## config.mk

```make
export PLATFORM = sky130hd
export DESIGN_NAME = task_dispatcher
export DESIGN_NICKNAME = d
export VERILOG_FILES = /design/src/rtl/td_pkg.sv /design/src/rtl/td_pending.sv /design/src/rtl/td_vectors.sv /design/src/rtl/td_ctrl.sv /design/src/rtl/task_dispatcher.sv
export SDC_FILE = /design/constraint.sdc
export NUM_CORES = 1
export LEC_CHECK = 0
export ABC_AREA = 1
export CAP_MARGIN = 20
export CORE_AREA = 5 5 95 141
export CTS_CLUSTER_SIZE = 20
export DETAILED_ROUTE_END_ITERATION = 10
export DIE_AREA = 0 0 100 146
export GPL_ROUTABILITY_DRIVEN = 0
export GPL_TIMING_DRIVEN = 0
export PLACE_DENSITY = 0.76
export SLEW_MARGIN = 20
export SYNTH_ARGS = -nofsm -noshare
export SYNTH_HDL_FRONTEND = slang
export SYNTH_HIERARCHICAL = 1
export SYNTH_SLANG_ARGS = --single-unit
```

## constraint.sdc

```tcl
create_clock -name clk -period 2.3 [get_ports clk]
set_input_delay 0.345 -clock clk [delete_from_list [all_inputs] [get_ports clk]]
set_output_delay 0.345 -clock clk [all_outputs]
set_load 0.1 [all_outputs]
```

## src/rtl/td_pkg.sv

```systemverilog
package td_pkg;
  typedef enum logic [1:0] {
    ST_IDLE  = 2'd0,
    ST_OFFER = 2'd1,
    ST_RUN   = 2'd2
  } td_state_e;
endpackage

```

## src/rtl/td_pending.sv

```systemverilog
module td_pending #(
  parameter int NUM_TASKS = 8,
  localparam int ID_W = $clog2(NUM_TASKS)
) (
  input  logic                 clk,
  input  logic                 rst_n,
  input  logic [NUM_TASKS-1:0] irq_req,
  input  logic [NUM_TASKS-1:0] enable,
  input  logic                 disp,
  output logic [NUM_TASKS-1:0] pending,
  output logic                 pick_valid,
  output logic [ID_W-1:0]      pick_id
);
  logic [NUM_TASKS-1:0] cand;
  logic [NUM_TASKS-1:0] clr;

  assign cand = pending & enable;
  assign pick_valid = |cand;

  // Lowest index wins: scan downward so the last hit is the smallest.
  always_comb begin
    pick_id = '0;
    for (int i = NUM_TASKS - 1; i >= 0; i--) begin
      if (cand[i]) pick_id = ID_W'(i);
    end
  end

  genvar g;
  generate
    for (g = 0; g < NUM_TASKS; g++) begin : g_pend
      assign clr[g] = disp && (pick_id == ID_W'(g));
      always_ff @(posedge clk or negedge rst_n) begin
        if (!rst_n) pending[g] <= 1'b0;
        else        pending[g] <= (pending[g] && !clr[g]) || irq_req[g];
      end
    end
  endgenerate
endmodule

```

## src/rtl/td_vectors.sv

```systemverilog
module td_vectors #(
  parameter int NUM_TASKS = 8,
  parameter int PC_W = 12,
  localparam int ID_W = $clog2(NUM_TASKS)
) (
  input  logic            clk,
  input  logic            rst_n,
  input  logic            wr,
  input  logic [ID_W-1:0] wr_idx,
  input  logic [PC_W-1:0] wr_data,
  input  logic [ID_W-1:0] rd_idx,
  output logic [PC_W-1:0] rd_data
);
  logic [PC_W-1:0] tbl [NUM_TASKS];

  genvar g;
  generate
    for (g = 0; g < NUM_TASKS; g++) begin : g_vec
      always_ff @(posedge clk or negedge rst_n) begin
        if (!rst_n)                               tbl[g] <= '0;
        else if (wr && (wr_idx == ID_W'(g)))      tbl[g] <= wr_data;
      end
    end
  endgenerate

  assign rd_data = tbl[rd_idx];
endmodule

```

## src/rtl/td_ctrl.sv

```systemverilog
module td_ctrl
  import td_pkg::*;
#(
  parameter int NUM_TASKS = 8,
  parameter int PC_W = 12,
  localparam int ID_W = $clog2(NUM_TASKS)
) (
  input  logic                 clk,
  input  logic                 rst_n,
  input  logic                 en_wr,
  input  logic [NUM_TASKS-1:0] en_wdata,
  input  logic                 oneshot,
  input  logic                 task_stop,
  input  logic                 launch_ready,
  input  logic                 pick_valid,
  input  logic [ID_W-1:0]      pick_id,
  input  logic [PC_W-1:0]      pick_pc,
  output logic                 disp,
  output logic [NUM_TASKS-1:0] enable,
  output logic                 launch_valid,
  output logic [ID_W-1:0]      launch_id,
  output logic [PC_W-1:0]      launch_pc,
  output logic                 busy,
  output logic                 eot_pulse,
  output logic [ID_W-1:0]      eot_task
);
  td_state_e            state_q, state_n;
  logic [NUM_TASKS-1:0] en_n;
  logic                 finish;

  assign disp   = (state_q == ST_IDLE) && pick_valid;
  assign finish = (state_q == ST_RUN) && task_stop;

  always_comb begin
    en_n = en_wr ? en_wdata : enable;
    if (disp && oneshot) en_n[pick_id] = 1'b0;
  end

  always_comb begin
    state_n = state_q;
    unique case (state_q)
      ST_IDLE:  if (disp) state_n = ST_OFFER;
      ST_OFFER: if (launch_ready) state_n = ST_RUN;
      ST_RUN:   if (task_stop) state_n = ST_IDLE;
      default:  state_n = ST_IDLE;
    endcase
  end

  always_ff @(posedge clk or negedge rst_n) begin
    if (!rst_n) begin
      state_q   <= ST_IDLE;
      enable    <= '0;
      launch_id <= '0;
      launch_pc <= '0;
      eot_pulse <= 1'b0;
      eot_task  <= '0;
    end else begin
      state_q   <= state_n;
      enable    <= en_n;
      eot_pulse <= finish;
      if (finish) eot_task <= launch_id;
      if (disp) begin
        launch_id <= pick_id;
        launch_pc <= pick_pc;
      end
    end
  end

  assign launch_valid = (state_q == ST_OFFER);
  assign busy         = (state_q != ST_IDLE);
endmodule

```

## src/rtl/task_dispatcher.sv

```systemverilog
module task_dispatcher #(
  parameter int NUM_TASKS = 8,
  parameter int PC_W = 12,
  localparam int ID_W = $clog2(NUM_TASKS)
) (
  input  logic                 clk,
  input  logic                 rst_n,
  input  logic [NUM_TASKS-1:0] irq_req,
  input  logic                 en_wr,
  input  logic [NUM_TASKS-1:0] en_wdata,
  input  logic                 vec_wr,
  input  logic [ID_W-1:0]      vec_idx,
  input  logic [PC_W-1:0]      vec_wdata,
  input  logic                 oneshot,
  input  logic                 task_stop,
  input  logic                 launch_ready,
  output logic                 launch_valid,
  output logic [ID_W-1:0]      launch_id,
  output logic [PC_W-1:0]      launch_pc,
  output logic                 busy,
  output logic                 eot_pulse,
  output logic [ID_W-1:0]      eot_task,
  output logic [NUM_TASKS-1:0] enable_o,
  output logic [NUM_TASKS-1:0] pending_o
);
  logic            disp;
  logic            pick_valid;
  logic [ID_W-1:0] pick_id;
  logic [PC_W-1:0] pick_pc;

  td_pending #(.NUM_TASKS(NUM_TASKS)) u_pend (
    .clk(clk), .rst_n(rst_n), .irq_req(irq_req), .enable(enable_o),
    .disp(disp), .pending(pending_o), .pick_valid(pick_valid), .pick_id(pick_id)
  );

  td_vectors #(.NUM_TASKS(NUM_TASKS), .PC_W(PC_W)) u_vec (
    .clk(clk), .rst_n(rst_n), .wr(vec_wr), .wr_idx(vec_idx),
    .wr_data(vec_wdata), .rd_idx(pick_id), .rd_data(pick_pc)
  );

  td_ctrl #(.NUM_TASKS(NUM_TASKS), .PC_W(PC_W)) u_ctrl (
    .clk(clk), .rst_n(rst_n), .en_wr(en_wr), .en_wdata(en_wdata),
    .oneshot(oneshot), .task_stop(task_stop), .launch_ready(launch_ready),
    .pick_valid(pick_valid), .pick_id(pick_id), .pick_pc(pick_pc),
    .disp(disp), .enable(enable_o), .launch_valid(launch_valid),
    .launch_id(launch_id), .launch_pc(launch_pc), .busy(busy),
    .eot_pulse(eot_pulse), .eot_task(eot_task)
  );
endmodule

```

; Word level (Yosys, flattened, before mapping)
; Cells that the tools add are included.
[classes]
n_lt_le_gt_ge = 3
eq_ne = 19
muxes = 19
bitwise_logic = 4
n_reduce_logical = 50
[ops]
columns = cell, n
row1 = binary-select mux 12 bit (select 3 bit), 1
row2 = logical AND 1 bit, 28
row3 = equality test 3 bit (second input constant), 8
row4 = 2-to-1 mux 12 bit, 2
row5 = 2-to-1 mux 3 bit, 8
row6 = AND 8 bit, 2
row7 = 2-to-1 mux 8 bit, 2
row8 = equality test 3 x 2 -> 1 bit (second input constant), 4
row9 = logical NOT 1 bit, 8
row10 = logical OR 1 bit, 8
row11 = NOT 8 bit, 1
row12 = OR reduction 8 bit, 1
row13 = equality test 3 x 1 -> 1 bit (second input constant), 2
row14 = logical NOT 3 bit, 2
row15 = 2-to-1 mux 2 bit, 3
row16 = one-hot mux 2 bit (3 select lines), 1
row17 = >= comparator 4 bit (second input constant), 1
row18 = < comparator 3 x 4 -> 1 bit (second input constant), 1
row19 = inequality test 2 bit (second input constant), 2
row20 = NOT 3 -> 4 bit, 1
row21 = demux 1 bit (select 3 bit), 1
row22 = >= comparator 3 x 1 -> 1 bit (second input constant), 1
row23 = AND reduction 3 bit, 1
row24 = equality test 2 x 1 -> 1 bit (second input constant), 1
row25 = other kinds (5), 5
[totals]
regBits = 133
inputBits = 38
output_inout_bits = 37
wordCells = 117

; Depth between registers and ports, before layout
; Gate-level depths: netlist (run 1).
[depth]
ltp_word = 16
mapped_depth = 20
ltp_nobuf = 18

; Modules after synthesis
; Netlist (run 1), hierarchy kept.
[by_module_without_submodules]
columns = module, n_inst, cells_per_inst, area_per_inst_um2, seq_area_each_um2
row1 = td_vectors, 1, 653, 4722.0, 2402.3
row2 = td_ctrl, 1, 142, 1251.2, 725.7
row3 = td_pending, 1, 73, 545.5, 200.2

; Least setup slack after synthesis (run 1)
; No wires, ideal clock.
[synth_path]
kind = flip-flop to flip-flop
from = register u_pend.pending[7]
to = register u_ctrl.launch_pc[6]
setup_time_ns = 0.120
arrival_ns = 2.454
setup_slack_ns = -0.273
stages_incl_launch_ff = 20
path_buffers = 2
cell_sequence = dfrtp_1 nand2_1 inv_1 nand2_1 nand2_1 nand2_1 nand2_1 nand2_1 nand2_2 nand2_2 inv_1 buf_2 buf_4 nand2_1 nand3_1 nand2_1 nand2_1 nand2_1 nand2_2 nand2_1
[synth_via]
elab_chain_cells = 13
word_cells_on_any_way = 15
classes_between = mux: 11 / bitwise: 2 / reduce/logical: 2
[synth_rtl]
columns = item, line_no
row1 = "start, declared", td_pending.sv:10  ; output logic [NUM_TASKS-1:0] pending,
row2 = "start signal, assigned by index", td_pending.sv:34  ; else pending[g] <= (pending[g] && !clr[g]) || irq_req[g];
row3 = AND 8 bit, td_pending.sv:17  ; assign cand = pending & enable;
row4 = 2-to-1 mux 3 bit (8 in series), td_pending.sv:24  ; if (cand[i]) pick_id = ID_W'(i);
row5 = net pick_id[0], task_dispatcher.sv:28  ; logic [ID_W-1:0] pick_id;
row6 = NOT 3 -> 4 bit (not written as such), td_vectors.sv:26  ; assign rd_data = tbl[rd_idx];
row7 = binary-select mux 12 bit (select 3 bit), td_vectors.sv:26
row8 = 2-to-1 mux 12 bit (not written as such) (2 in series), td_vectors.sv:26
row9 = net pick_pc[6], task_dispatcher.sv:29  ; logic [PC_W-1:0] pick_pc;
row10 = "end signal, assigned", td_ctrl.sv:64  ; launch_pc <= pick_pc;
row11 = "end, declared", td_ctrl.sv:22  ; output logic [PC_W-1:0] launch_pc,
; The timed path passes the listed nets, and every way through them passes these cells. The select of a mux whose other input is x is not followed.
; A chain may end at the register's enable or synchronous reset.

; Worst setup path after layout (run 1)
[layout_path]
from = register u_ctrl.enable[3]
to = output enable_o[3]
[layout_lines]
columns = item, line_no
row1 = "start, declared", td_ctrl.sv:19  ; output logic [NUM_TASKS-1:0] enable,
row2 = "start signal, assigned", td_ctrl.sv:59  ; enable <= en_n;
row3 = "end, declared", task_dispatcher.sv:23  ; output logic [NUM_TASKS-1:0] enable_o,
; No word-level cell between the ends.

==> results of run 1 <==
==> timing repair <==
action	CTS	global route
buffers inserted	1	7
pin swaps	0	2
hold buffers	1	0
hold endpoints to repair	48	0
setup endpoints to repair	16	26
resized for setup	12	40
==> cells in the final DEF (no fill, tap or decap), types with 2 or more instances in the layout <==
cell type	Yosys	final
nand2_1	337	333
inv_1	136	135
dfrtp_1	133	117
o21ai_0	104	104
nand3_1	61	60
clkdlybuf4s50_1	0	54
nor2_1	19	19
clkbuf_16	0	17
dfrtp_2	0	16
dlymetal6s2s_1	0	13
nand2_2	9	12
buf_4	3	12
buf_2	16	11
clkbuf_2	5	9
clkbuf_1	10	6
nor2_4	5	5
inv_2	5	5
clkinvlp_4	0	4
dlygate4sd2_1	0	4
nand2_4	3	4
or2_2	4	4
a21boi_0	4	4
nand4_1	4	4
clkbuf_8	0	3
buf_6	0	3
bufinv_16	0	2
clkinv_2	0	2
buf_8	0	2
nand3_2	1	2
nor3_4	2	2
clkbuf_4	0	2
==> final cells by class <==
cell class              instances  area [µm²]  area share [%]
clock inverters                 8       101.3           1.231
repair buffers                 83       860.8           10.45
plain buffers                  36       232.7           2.826
inverters                     142       539.3           6.549
well taps                     153       191.4           2.325
multi-input cells             557        2486           30.19
clock buffers                  22       474.2           5.759
flip-flops and latches        133        3348           40.66
==> cells by family (layout without fill, tap and decap cells) <==
group	Yosys count	after routing	share of synthesized area [%]
DFF	133	133	51.06
buffers and inverters	178	291	11.11
AOI/OAI and AO/OA	110	110	8.810
and+or+nand+nor	447	447	29.02
==> state kept, by name, summed over array words and instances (netlist names) <==
register,cells
u_ctrl/enable,8
u_ctrl/eot_pulse,1
u_ctrl/eot_task,3
u_ctrl/launch_id,3
u_ctrl/launch_pc,12
u_ctrl/state_q,2
u_pend/pending,8
u_vec/tbl,96
==> how the worst max path moves through the flow <==
stage                      start              endpoint  depth (start not counted)
2_1_floorplan  u_pend/pending[7]   u_ctrl/launch_pc[6]                         19
4_1_cts         u_ctrl/enable[7]           enable_o[7]                          1
3_3_place_gp               rst_n     u_pend/pending[0]                          1
3_5_place_dp    u_ctrl/enable[6]  u_ctrl/launch_pc[10]                         18
6_report        u_ctrl/enable[3]           enable_o[3]                          1
5_1_grt        u_pend/pending[7]   u_ctrl/launch_pc[0]                         20
==> per-layer routing <==
metal  up-vias  share of wire [%]  routed length, µm
met4         0                4.0                707
met1      2656                 41               7180
met2       188                 50               8876
met3        44                5.0                887
li1       2843                  -                  -
met5         -                  0                  0
==> through the flow <==
step	setup TNS, ns	util, %	total power [µW]
floorplan	0	-	6597
global placement	-584.90	62.41	7756
detailed placement	-0.5177	62.68	7834
CTS	0	67.73	10530
global route	-0.4410	68.87	11260
finish	0	68.87	10660
==> report_power, final <==
group,total (µW),internal (µW),switching (µW),leakage [µW]
Clock,2630,1670,963,0.000274
Combinational,4860,1390,3470,0.00247
Sequential,3170,2870,301,0.00163
Total,10700,5930,4730,0.00438
==> impl_metrics.toml, run 1 <==
[status]
status = "complete, no violations"

[worst_hold_path]
min_from = "en_wr"
holdPathEnd = "u_ctrl/enable[3]"
hold_path.class = "input port to register"
whs_path_depth = 4

[grt]
top_usage_layer = "met2"
grt_max_degree = 86
grt_usage_pct = 24.73
grt_util_met3_pct = 3.837
grtUsageMet1_pct = 29.97
grt-ovfl-total = 0
antenna_found_initial = 0
grt_pass1_vias = 5573
use_met2_pct = 42.41
grt_pass1_wl_mm = 28.07

[finish]
fin_cells = 1134
fillerInstances = 993
design_area_um2 = 8234
layout.nets = 1008
area_delta_synth_final_pct = 26.31
layout-drive-gt1-share_pct = 12.54
antenna_cells = 0

[worst_setup_path]
path_delay_family = "buffers and inverters"
crit_path_max_incr_delay_ns = 1.14
worstReg2RegStart = "u_ctrl/enable[7]"
cp.arrival_ns = 1.93
critPathKind = "register to output pin"
cp_max_fo = 3
startpoint_type = "register"
reg2reg_slack_ns = 0.11
r2r_cells = 20
slowest_stage = "clkdlybuf4s50_1"
cp_cell_sequence = "clkdlybuf4s50_1"
critPathBufInv = 1
crit_required_ns = 1.96
reg2reg_to = "u_ctrl/launch_pc[8]"
cp-end-kind = "output pin"

[logic_synthesis]
synth-seq-cells = 133
synth.avg_cell_area_um2 = 7.510
synth_ff_type = "dfrtp_1"
synth_top_area_share_pct = 51.06
syn_nets = 906
synth_edf_count = 0
synth_area_um2 = 6519
yosysWarnings = 6
yosys.area.top_type = "dfrtp_1"
postSynthCellCount = 868
synthTopCellsByCount = "337 x nand2_1, 136 x inv_1, 133 x dfrtp_1"
synth-seq-area-share_pct = 51.06
synthTopCellsByArea = "dfrtp_1 51%, nand2_1 19%, o21ai_0 8.0%"
yosysMostFrequentCell = "nand2_1"
async_reset_ff_share_pct = 100.0
synth_cell_types = 26

[flow_run]
drv_cap = 0

[clock_tree]
cts_num_sinks = 133
cts_root_buf = "clkbuf_16"
htreeDepth = 4
tritoncts = "built"
clock_latency_ns = 0.41
clk_pin_slew_ns = 0.05
numCtsBuffers = 17
clk_path_buf_depth = 2

[routing]
dr.pass1.iters = 5
antenna_left = 0
drtIter0Drc = 424
wire_per_inst_um = 15.57
wl_mm = 17.65
vias = 5731
drc = 0
vias_per_cell = 5.054

[sta]
holdWs_ns = 0.3934
finalHoldViolations = 0
layout_setup_ws_ns = 0.02412
maxSlewViolCount = 0
fmax_mhz = 439.4
rsz0062_at_grt = "true"
finalClockSkew_ns = 0.006219
period_share_pct = 98.95
fin_crit_ns = 2.276
worstMarginPinSlew_ns = 0.9998
setup_viol = 0
slew_headroom_pct = 33.24

[placement]
place_ws_ns = -0.09435
dp_hpwl_mm = 12.44
portBuffers = 73
placed_cell_area_um2 = 7493
dp_cells = 1095

[die]
initial_core_util_pct = 54.53
rows = 49
die_w_um = 100
ioPinCount = 75
die-area_um2 = 14600
die_y_um = 146
core_um2 = 11960

[pwr]
p_per_area_nw_per_um2 = 1294
p_leak_uw = 0.004376
peakVddDrop_v = 0.0006254
Power figures use the tool's default switching activity.
==> inputs of run 2 (changes only) <==
--- a/config.mk
+++ b/config.mk
@@ -14,7 +14,6 @@
 export GPL_ROUTABILITY_DRIVEN = 0
 export GPL_TIMING_DRIVEN = 0
 export PLACE_DENSITY = 0.76
-export SLEW_MARGIN = 20
 export SYNTH_ARGS = -nofsm -noshare
 export SYNTH_HDL_FRONTEND = slang
 export SYNTH_HIERARCHICAL = 1
==> run 2 against run 1 <==
  * Worst setup slack about the same
  * Largest power group unchanged
  * Critical endpoint unchanged
  * Sequential cell count unchanged
  * Global-route usage unchanged
  * Hold slack about the same
==> impl_metrics.toml, run 2 (synthesis results as in run 1) <==
[finish]
fillerInstances = 994
area_delta_synth_final_pct = 26.26
regMostFlops = "u_vec/tbl"
design_area_um2 = 8230
antenna_cells = 0
largest_reg_flops = 96
finalCoreUtilization_pct = 68.84
fin_cells = 1134
final_common_cell = "nand2_1"
layout.nets = 1008
layout-drive-gt1-share_pct = 12.54
layout_common_cells = "333 x nand2_1, 135 x inv_1, 117 x dfrtp_1, 104 x o21ai_0, 60 x nand3_1"
top_regs = "u_vec/tbl: 96 flops, u_ctrl/launch_pc: 12 flops"

[routing]
vias_per_cell = 5.046
drc = 0
vias = 5722
drtIter0Drc = 424
wl_mm = 17.64
dr.pass1.iters = 7
wire_per_inst_um = 15.56
antenna_left = 0

[sta]
finalHoldViolations = 0
worstMarginPinSlew_ns = 0.9998
period_share_pct = 98.95
setup_viol = 0
layout_setup_ws_ns = 0.02415
fmax_mhz = 439.4
rsz0062_at_grt = "true"
fin_crit_ns = 2.276
finalClockSkew_ns = 0.006221
slew_headroom_pct = 33.24
maxSlewViolCount = 0

[die]
die_w_um = 100
rows = 49
core_um2 = 11960
die_y_um = 146
ioPinCount = 75
die-area_um2 = 14600
initial_core_util_pct = 54.53

[worst_setup_path]
reg2reg_to = "u_ctrl/launch_pc[8]"
cp.depth = 1
r2r_cells = 20
crit_start = "u_ctrl/enable[3]"
crit_path_max_incr_delay_ns = 1.14
path_delay_family = "buffers and inverters"
crit_required_ns = 1.96
slowest_stage = "clkdlybuf4s50_1"
worstReg2RegStart = "u_ctrl/enable[7]"
reg2reg_slack_ns = 0.11
cp_max_fo = 3
startpoint_type = "register"
critPathBufInv = 1
critPathKind = "register to output pin"
cp_cell_sequence = "clkdlybuf4s50_1"
critPathCapture = "enable_o[3]"
cp.arrival_ns = 1.93
cp-end-kind = "output pin"

[grt]
antenna_found_initial = 0
grt_pass1_vias = 5573
grt_usage_pct = 24.73
grt_pass1_wl_mm = 28.07
grt-ovfl-total = 0
grt_max_degree = 86

[flow_run]
drv_cap = 0

[pwr]
peakVddDrop_v = 0.0006248
p_per_area_nw_per_um2 = 1295
finalPower_uw = 10660
p_leak_uw = 0.004375

[clock_tree]
clk_path_buf_depth = 2
htreeDepth = 4
cts_root_buf = "clkbuf_16"
numCtsBuffers = 17
cts_num_sinks = 133
clk_pin_slew_ns = 0.05
clock_latency_ns = 0.41
tritoncts = "built"

[placement]
dp_cells = 1095
dp_hpwl_mm = 12.44
place_ws_ns = -0.09435
placed_cell_area_um2 = 7490
portBuffers = 73

[worst_hold_path]
hold_path.class = "input port to register"

[status]
status = "complete, no violations"
run 2: routing by layer:
| layer | up-vias | track usage (%) | part of all wire, % |
|---|---|---|---|
| met2 | 190 | 42.41 | 50 |
| met3 | 42 | 3.837 | 5.2 |
| met4 | 0 | 11.94 | 4.0 |
| met1 | 2647 | 29.97 | 40 |
| met5 | - | 0 | 0 |
| li1 | 2843 | - | - |
run 2: report_power, final:
part / switching, µW / leakage (µW) / internal [µW]
clock: 963 / 0.000274 / 1670
combinational: 3460 / 0.00247 / 1390
sequential: 301 / 0.00163 / 2870
total: 4730 / 0.00437 / 5930
run 2: worst min-delay path by stage:
stage                        startpoint                   to  slack, ns  cells after the start
floorplan                         rst_n     u_ctrl/enable[0]       0.05                      0
global placement    u_ctrl/launch_pc[9]  u_ctrl/launch_pc[9]       0.46                      2
detailed placement                rst_n     u_ctrl/eot_pulse       0.31                      1
CTS                               en_wr     u_ctrl/enable[3]       0.39                      4
global route                      en_wr     u_ctrl/enable[7]       0.45                      4
finish                            en_wr     u_ctrl/enable[3]       0.39                      4
run 2: what timing repair did:
item                                    CTS  global route
endpoints found under the hold margin    48             0
gates resized for setup                  12            40
endpoints found under the setup margin   16            26
hold buffers                              1             0
pin swaps                                 0             2
buffers inserted                          1             7
run 2: stage by stage:
step	hold WS, ns	setup TNS [ns]
floorplan	0.04941	0
global placement	0.4609	-584.90
detailed placement	0.3134	-0.5177
CTS	0.3875	0
global route	0.4521	-0.4410
finish	0.3934	0
run 2: final cells by class:
class / count / area, µm² / share of cell area [%]
timing repair buffer: 83 / 857.1 / 10.41
clock inverter: 8 / 101.3 / 1.231
tap: 153 / 191.4 / 2.326
inverter: 142 / 539.3 / 6.552
buffer: 36 / 232.7 / 2.828
clock buffer: 22 / 474.2 / 5.762
multi-input combinational: 557 / 2486 / 30.21
sequential: 133 / 3348 / 40.68
==> inputs of run 3 (changes only) <==
--- a/config.mk
+++ b/config.mk
@@ -7,13 +7,13 @@
 export LEC_CHECK = 0
 export ABC_AREA = 1
 export CAP_MARGIN = 20
-export CORE_AREA = 5 5 95 141
+export CORE_AREA = 5 5 92 136
 export CTS_CLUSTER_SIZE = 20
 export DETAILED_ROUTE_END_ITERATION = 10
-export DIE_AREA = 0 0 100 146
+export DIE_AREA = 0 0 97 141
 export GPL_ROUTABILITY_DRIVEN = 0
 export GPL_TIMING_DRIVEN = 0
-export PLACE_DENSITY = 0.76
+export PLACE_DENSITY = 0.81
 export SYNTH_ARGS = -nofsm -noshare
 export SYNTH_HDL_FRONTEND = slang
 export SYNTH_HIERARCHICAL = 1
==> constraint.sdc (replaced) <==
create_clock -name clk -period 2.76 [get_ports clk]
set_input_delay 0.414 -clock clk [delete_from_list [all_inputs] [get_ports clk]]
set_output_delay 0.414 -clock clk [all_outputs]
set_load 0.1 [all_outputs]
==> run 3 against run 2 <==
  * Sequential share of layout area increased by 1.1 points
  * Die area decreased by 6.3%
  * Non-clock buffer count decreased by 8
  * Critical endpoint is now launch_valid
  * First-iteration DRC count decreased by 17%
  * Utilization increased by 1.4 points
  * Register-to-register slack improved by 0.11 ns
  * Final cell count decreased by 0.97%
  * Clock power decreased by 27%
  * Via count increased by 0.23%
  * Global-route usage increased by 0.87 points
  * Critical path depth increased by 3
==> impl_metrics.toml, run 3 (synthesis results as in run 1) <==
[status]
status = "complete, no violations"

[clock_tree]
cts_num_sinks = 133
cts_setup_buffers = 0
htreeDepth = 4
tritoncts = "built"
numCtsBuffers = 17
clk_pin_slew_ns = 0.05
cts_root_buf = "clkbuf_16"
cts_resized = 0
clock_latency_ns = 0.42
cts-hold-fix-buffers = 1
clk_path_buf_depth = 2

[finish]
largest_reg_flops = 96
top_regs = "u_vec/tbl: 96 flops, u_ctrl/launch_pc: 12 flops"
layout-drive-gt1-share_pct = 8.941
area_delta_synth_final_pct = 22.32
antenna_cells = 0
layout.nets = 1000
regMostFlops = "u_vec/tbl"
fin_cells = 1123
final_common_cell = "nand2_1"
layout_common_cells = "337 x nand2_1, 136 x inv_1, 133 x dfrtp_1, 104 x o21ai_0, 72 x clkdlybuf4s50_1"
fillerInstances = 908

[worst_setup_path]
crit_path_max_incr_delay_ns = 1.12
crit_required_ns = 2.35
cp_cell_sequence = "inv_1 > nand2_1 > inv_1 > clkdlybuf4s50_1"
crit_top_cell = "inv_1"
cp-end-kind = "output pin"
slowest_stage = "clkdlybuf4s50_1"
cp.arrival_ns = 2.18
cp_max_fo = 3
critPathKind = "register to output pin"
startpoint_type = "register"

[flow_run]
drv_cap = 0

[pwr]
swShare_pct = 46.12
p_leak_uw = 0.004185
peakVddDrop_v = 0.0005925
power_frac_seq_pct = 31.2
p_per_area_nw_per_um2 = 1061
p_comb_share_pct = 46.1
p_clk_share_pct = 22.6
p_int_uw = 4559
switching_power_uw = 3902

[routing]
drtIter0Drc = 354
drc = 0
dr.pass1.iters = 5
vias_per_cell = 5.107
wire_per_inst_um = 15.22
vias = 5735
wl_mm = 17.09
antenna_left = 0

[sta]
period_share_pct = 94.07
worstMarginPinSlew_ns = 1.008
fin_crit_ns = 2.596
holdWs_ns = 0.4428
finalHoldViolations = 0
slew_headroom_pct = 32.61
finalClockSkew_ns = 0.006097
fmax_mhz = 385.2
maxSlewViolCount = 0
setup_viol = 0
fin_tns_setup_ns = 0
rsz0062_at_grt = "false"

[placement]
dp_hpwl_mm = 12.37
dp_cells = 1092
portBuffers = 73

[grt]
antenna_found_initial = 0
grt_usage_pct = 25.59
grt_max_degree = 103
grt_pass1_vias = 5516
grt_pass1_wl_mm = 27.30
grt-ovfl-total = 0

[die]
core_um2 = 11350
initial_core_util_pct = 57.43
rows = 48
die_w_um = 97
ioPinCount = 75
die-area_um2 = 13680
die_y_um = 141

[worst_hold_path]
hold_path.class = "input port to async pin"
## run 3: cell types whose count changed in the layout (fill, tap and decap cells not counted), sizes merged
cell / before / now
buf: 31 / 23
bufinv: 2 / 0
clkbuf: 37 / 34
clkdlybuf4s15: 1 / 0
clkdlybuf4s50: 54 / 72
clkinv: 3 / 7
dlygate4sd2: 4 / 0
dlymetal6s2s: 13 / 0
inv: 141 / 142
## run 3: critical path: cells and delay by family (launching register included)
family | cells | cell delay, ns
buffers and inverters | 3 | 1.28
DFF | 1 | 0.42
and+or+nand+nor | 1 | 0.07
## run 3: final timing paths
| path | startpoint | to | slack [ns] | depth (start not counted) |
|---|---|---|---|---|
| setup / recovery | u_ctrl/state_q[1] | launch_valid | 0.16 | 4 |
| hold / removal | rst_n | u_vec/tbl[40] | 0.44 | 2 |
| setup reg to reg | u_ctrl/enable[7] | u_ctrl/launch_pc[10] | 0.22 | 18 |
| hold reg to reg | u_ctrl/launch_pc[11] | u_ctrl/launch_pc[11] | 0.48 | 2 |
| max in group asynchronous | rst_n | u_vec/tbl[34] | 1.52 | 3 |
| min in group clk | en_wr | u_ctrl/enable[3] | 0.47 | 4 |
## run 3: final cells by class
cell class / instances / area (µm²) / area share [%]
multi-input cells: 557 / 2466 / 30.93
clock buffers: 19 / 432.9 / 5.429
well taps: 150 / 187.7 / 2.354
repair buffers: 75 / 769.5 / 9.650
plain buffers: 36 / 188.9 / 2.369
inverters: 142 / 535.5 / 6.716
flip-flops and latches: 133 / 3328 / 41.74
clock inverters: 11 / 65.06 / 0.8159
## run 3: stage by stage
stage	instance area (µm²)	power [µW]	util (%)	worst slack, ns
after floorplan	6519	5490	-	0.1866
after global placement	7437	6431	65.52	-3.810
after detailed placement	7466	6515	65.77	0.2964
after CTS	7974	8459	70.25	0.1450
after global routing	7974	8924	70.25	0.01140
final	7974	8461	70.25	0.1638
## run 3: metal layers
layer	global-route usage, %	part of all wire (%)
met2	43.85	49
met5	0	0
met4	16.05	5.9
met1	29.51	40
met3	4.703	5.4
## run 3: power by group through the flow
stage | combinational (µW) | clock [µW] | sequential [µW]
2_1_floorplan | 1830 | 0 | 3660
3_3_place_gp | 3780 | 0 | 2650
3_5_place_dp | 3850 | 0 | 2670
4_1_cts | 3880 | 1940 | 2640
5_1_grt | 4200 | 2030 | 2690
6_report | 3900 | 1910 | 2640
